`config.mk`:
```
export PLATFORM = sky130hd
export DESIGN_NAME = pwm_edge_gen
export DESIGN_NICKNAME = d
export VERILOG_FILES = /design/src/rtl/pwm_edge_gen.sv
export SDC_FILE = /design/constraint.sdc
export NUM_CORES = 1
export LEC_CHECK = 0
export BUFFER_PORTS_ARGS = -buffer_cell sky130_fd_sc_hd__buf_4
export CAP_MARGIN = 30
export CORE_ASPECT_RATIO = 1.5
export CORE_UTILIZATION = 45
export DETAILED_ROUTE_END_ITERATION = 12
export PLACE_DENSITY = 0.68
export SYNTH_ARGS = -nofsm -noshare
export SYNTH_HDL_FRONTEND = slang
export SYNTH_SLANG_ARGS = --single-unit
```
`constraint.sdc`:
```
create_clock -name clk -period 9.3 [get_ports clk]
set_clock_uncertainty 0.1 [all_clocks]
set_input_delay 0 -clock clk [delete_from_list [all_inputs] [get_ports clk]]
set_output_delay 0 -clock clk [all_outputs]
set_load 0.05 [all_outputs]
```
`src/rtl/pwm_edge_gen.sv`:
```
module pwm_edge_gen #(
  parameter int MW = 8
) (
  input  logic                 clk,
  input  logic                 rst_n,
  input  logic                 wr_en,
  input  logic [2:0]           wr_addr,
  input  logic [7:0]           wr_data,
  input  logic signed [MW-1:0] mod_in,
  output logic                 pwm_out
);
  localparam int EW = 12;
  localparam int NR = 6;
  localparam int SW = EW + MW + 2;

  logic [7:0]           shadow [NR];
  logic [7:0]           active [NR];
  logic signed [MW-1:0] act_mod;
  logic [EW-1:0]        cnt;
  logic [EW-1:0]        per, rise_eff, fall_eff;
  logic                 start;

  function automatic logic [EW-1:0] place(
    input logic [EW-1:0]        base,
    input logic                 en,
    input logic                 sg,
    input logic signed [MW-1:0] m,
    input logic [EW-1:0]        lim
  );
    logic signed [SW-1:0] s, d, l;
    s = {{(SW-EW){1'b0}}, base};
    d = {{(SW-MW){m[MW-1]}}, m};
    l = {{(SW-EW){1'b0}}, lim};
    if (en) s = sg ? s - d : s + d;
    if (s < 0) return '0;
    if (s > l) return lim;
    return s[EW-1:0];
  endfunction

  assign per      = {active[4], active[5][7:4]};
  assign start    = (cnt == per);
  assign rise_eff = place({active[0], active[1][7:4]}, active[1][3], active[1][2], act_mod, per);
  assign fall_eff = place({active[2], active[3][7:4]}, active[3][3], active[3][2], act_mod, per);
  assign pwm_out  = (rise_eff[EW-1:3] != fall_eff[EW-1:3]) &&
                    (cnt >= rise_eff) && (cnt < fall_eff);

  always_ff @(posedge clk) begin
    if (!rst_n) begin
      cnt     <= '0;
      act_mod <= '0;
      for (int i = 0; i < NR; i++) begin
        shadow[i] <= '0;
        active[i] <= '0;
      end
    end else begin
      if (start) begin
        cnt     <= '0;
        act_mod <= mod_in;
        for (int i = 0; i < NR; i++) active[i] <= shadow[i];
      end else begin
        cnt <= cnt + 1'b1;
      end
      if (wr_en && wr_addr < 3'(NR)) shadow[wr_addr] <= wr_data;
    end
  end
endmodule

```
==> results.py <==
metrics = {
    "outcome": {
        "status": "finished, final reports clean",
    },
    "clock_network": {
        "clk_latency_ps": 350,
        "cts_tree": "yes",
        "path_clk_slew_ps": 70,
        "h-tree-depth": 3,
        "cts_buffers": 9,
        "cts_hold_buf": 16,
        "clockBufferDepth": 2,
        "cts_resized": 0,
        "clkSinkCount": 100,
        "post_cts_buffers": 0,
        "root_buffer": "clkbuf_16",
    },
    "placement": {
        "post_dp_cell_area_um2": 7690,
        "dp_hpwl_um": 14800,
        "routabilityCongestion": 0.967,
        "io_buffer_count": 22,
    },
    "timing": {
        "setup_violations": 0,
        "min_period_ps": 8450,
        "final.period_utilization_pct": 90.9,
        "timing.fmax_ghz": 0.118,
        "finalMaxSlewViolations": 0,
        "worstMarginPinSlew_ps": 1100,
        "setup_tns_ps": 0,
        "slew_headroom_pct": 25.7,
        "finalHoldViolations": 0,
        "rsz0062_at_grt": "false",
    },
    "setup_path": {
        "cpPeakStageDelay_ps": 790,
        "cp-endpoint": "pwm_out",
        "crit_path_max_fanout": 19,
        "end_kind": "output port",
        "crit_required_ps": 9200,
        "crit_buf_inv": 2,
        "criticalPathCategory": "reg -> out",
        "rrSetupSlack_ps": 6520,
        "cp.depth": 32,
        "cp-start-kind": "flip-flop",
        "rr_endpoint": "active[0][15]",
        "cp_top_family": "compound AO/OA/AOI/OAI gates",
        "slowest_stage": "o311ai_0",
        "startpoint": "act_mod[0]",
        "timing.rr.start": "cnt[7]",
        "rr_worst_depth": 6,
        "critPathArrivalTime_ps": 8350,
    },
    "route": {
        "ant_nets": 0,
        "wl_per_cell_um": 18.6,
        "drt_iter0_drc": 344,
        "totalWireLength_um": 18600,
        "via_per_inst": 5.77,
        "drcViolationCount": 0,
        "firstDrtPassIters": 4,
        "vias": 5750,
    },
    "worst_hold_path": {
        "hp-class": "in -> reg",
    },
    "floorplan": {
        "die_w_um": 106,
        "core_area_um2": 15800,
        "die_area_um2": 16900,
        "start_util_pct": 46.4,
        "num_io_pins": 23,
        "die_height_um": 159,
        "rows": 56,
    },
    "run": {
        "drv_cap": 0,
    },
    "synth": {
        "synth_area_leaders": "edfxtp_1, ha_1, dfxtp_1",
        "synth_cell_types": 69,
        "synth_area_um2": 7350,
        "synth-async-reset-ratio_pct": 0,
        "ys_warn_count": 0,
        "synth-edff-count": 80,
        "syn_inst": 763,
        "yosys.area.top_type": "edfxtp_1",
        "avgSynthCellArea_um2": 9.63,
        "synth_seq_area_share_pct": 38.1,
        "synth_fp_nets": 860,
        "synth_top_area_share_pct": 32.7,
        "synth-seq-cells": 100,
        "synthFlopType": "edfxtp_1",
    },
    "global_route": {
        "grt_pass1_vias": 5854,
        "gr-total-overflow": 0,
        "grt_max_degree": 57,
        "antenna_found_initial": 0,
        "grt_pass1_wl_um": 29400,
        "grt.total_usage_pct": 23.1,
    },
    "finish": {
        "syn_to_final_growth_pct": 10.8,
        "drive_gt1_share_pct": 8.70,
        "fin_util_pct": 51.4,
        "nets": 885,
        "final_cell_area_um2": 8150,
        "antenna-diode-count": 0,
    },
    "pwr": {
        "p_int_mw": 0.804,
        "p_per_area_nw_per_um2": 141,
        "ir_drop_v": 0.000146,
        "seq_power_share_pct": 44.9,
        "leakagePower_nw": 3.39,
        "power_switching_share_pct": 29.9,
        "finalPower_mw": 1.15,
        "p_sw_mw": 0.343,
        "combPwrFrac_pct": 22.5,
        "clockPowerShare_pct": 32.6,
    },
}
## layout by cell type (no fill, tap or decap), types with 17 or more instances in the layout
cell type and n:
nor2_1 88, nand2_1 44, edfxtp_1 80, xnor2_1 38, dfxtp_1 20, a21oi_1 28
o21ai_0 30, inv_1 37, buf_4 26, ha_1 73, a21o_1 18, mux2i_1 17
and3_1 47
## tightest hold or removal path: stages
cell	delay (ps)
buf_4	120
a21oi_1	40
nand2_1	100
nor2_1	50
## how the worst min path moves through the flow
stage,cells past startpoint,slack (ps),to,start
3_5_place_dp,3,170,act_mod[6],mod_in[6]
5_1_grt,3,60,shadow[5][6],wr_en
6_report,4,20,shadow[4][1],wr_addr[0]
3_3_place_gp,3,160,act_mod[4],mod_in[4]
4_1_cts,4,9,shadow[4][1],wr_addr[0]
2_1_floorplan,2,70,act_mod[0],mod_in[0]
## flip-flops by register name, indices dropped and copies added, names as in the netlist
| name | flops |
|---|---|
| act_mod | 8 |
| active | 40 |
| shadow | 40 |
| cnt | 12 |
## per-layer routing
metal	vias up	share of wire (%)	GRT usage (%)
li1	2856	-	-
met1	2724	38	23.6
met2	125	54	44.9
met3	45	3.3	2.58
met4	0	4.8	13.6
met5	-	0	0
## cell type report
type                            instances  area, um^2
Sequential cell                       100        2800
Timing Repair Buffer                   42         355
Inverter                               38         143
Clock inverter                          6        65.1
Tap cell                              203         254
Multi-Input combinational cell        597        4300
Clock buffer                           10         229
Fill cell                            1474        7690
## Yosys cell counts (5+ instances only)
cell	number
o21ai_0	30
o31ai_1	9
a31oi_1	5
nand3_1	10
mux2i_1	17
xnor2_1	38
nand2b_1	13
and2_1	12
a21oi_1	28
nand2_1	44
o211ai_1	6
a211oi_1	10
inv_1	37
clkbuf_1	20
nor2_1	88
nand4_1	16
xor2_1	13
o21a_1	10
edfxtp_1	80
and3_1	47
buf_2	5
a21o_1	18
nor2b_1	16
mux2_2	11
dfxtp_1	20
ha_1	73
or2_2	6
a211o_1	6
nor3_1	6
## power by group through the flow
stage | logic, mW | clock network (mW) | registers [mW]
4_1_cts | 0.257 | 0.379 | 0.515
2_1_floorplan | 0.190 | 0 | 0.518
6_report | 0.258 | 0.374 | 0.515
3_5_place_dp | 0.250 | 0 | 0.525
3_3_place_gp | 0.244 | 0 | 0.524
5_1_grt | 0.286 | 0.396 | 0.517
## per-stage QoR
step	hold slack [ps]	worst slack (ps)	cells
floorplan	69.9	1710	763
global placement	157	1550	964
detailed placement	167	1330	964
CTS	8.92	927	996
global route	64.3	42.7	996
finish	20.8	850	996
## kinds of logic after synthesis
logic type	Yosys count	share of synthesized area, %
buffers and inverters	66	3.51
AOI/OAI and AO/OA	158	15.2
DFF	100	38.1
and+or+nand+nor	283	19.7
xor gates and xnor gates	51	6.08
muxes	30	4.36
adders and majority gates	75	13.0
No activity file was read; power rests on OpenSTA's default activity.
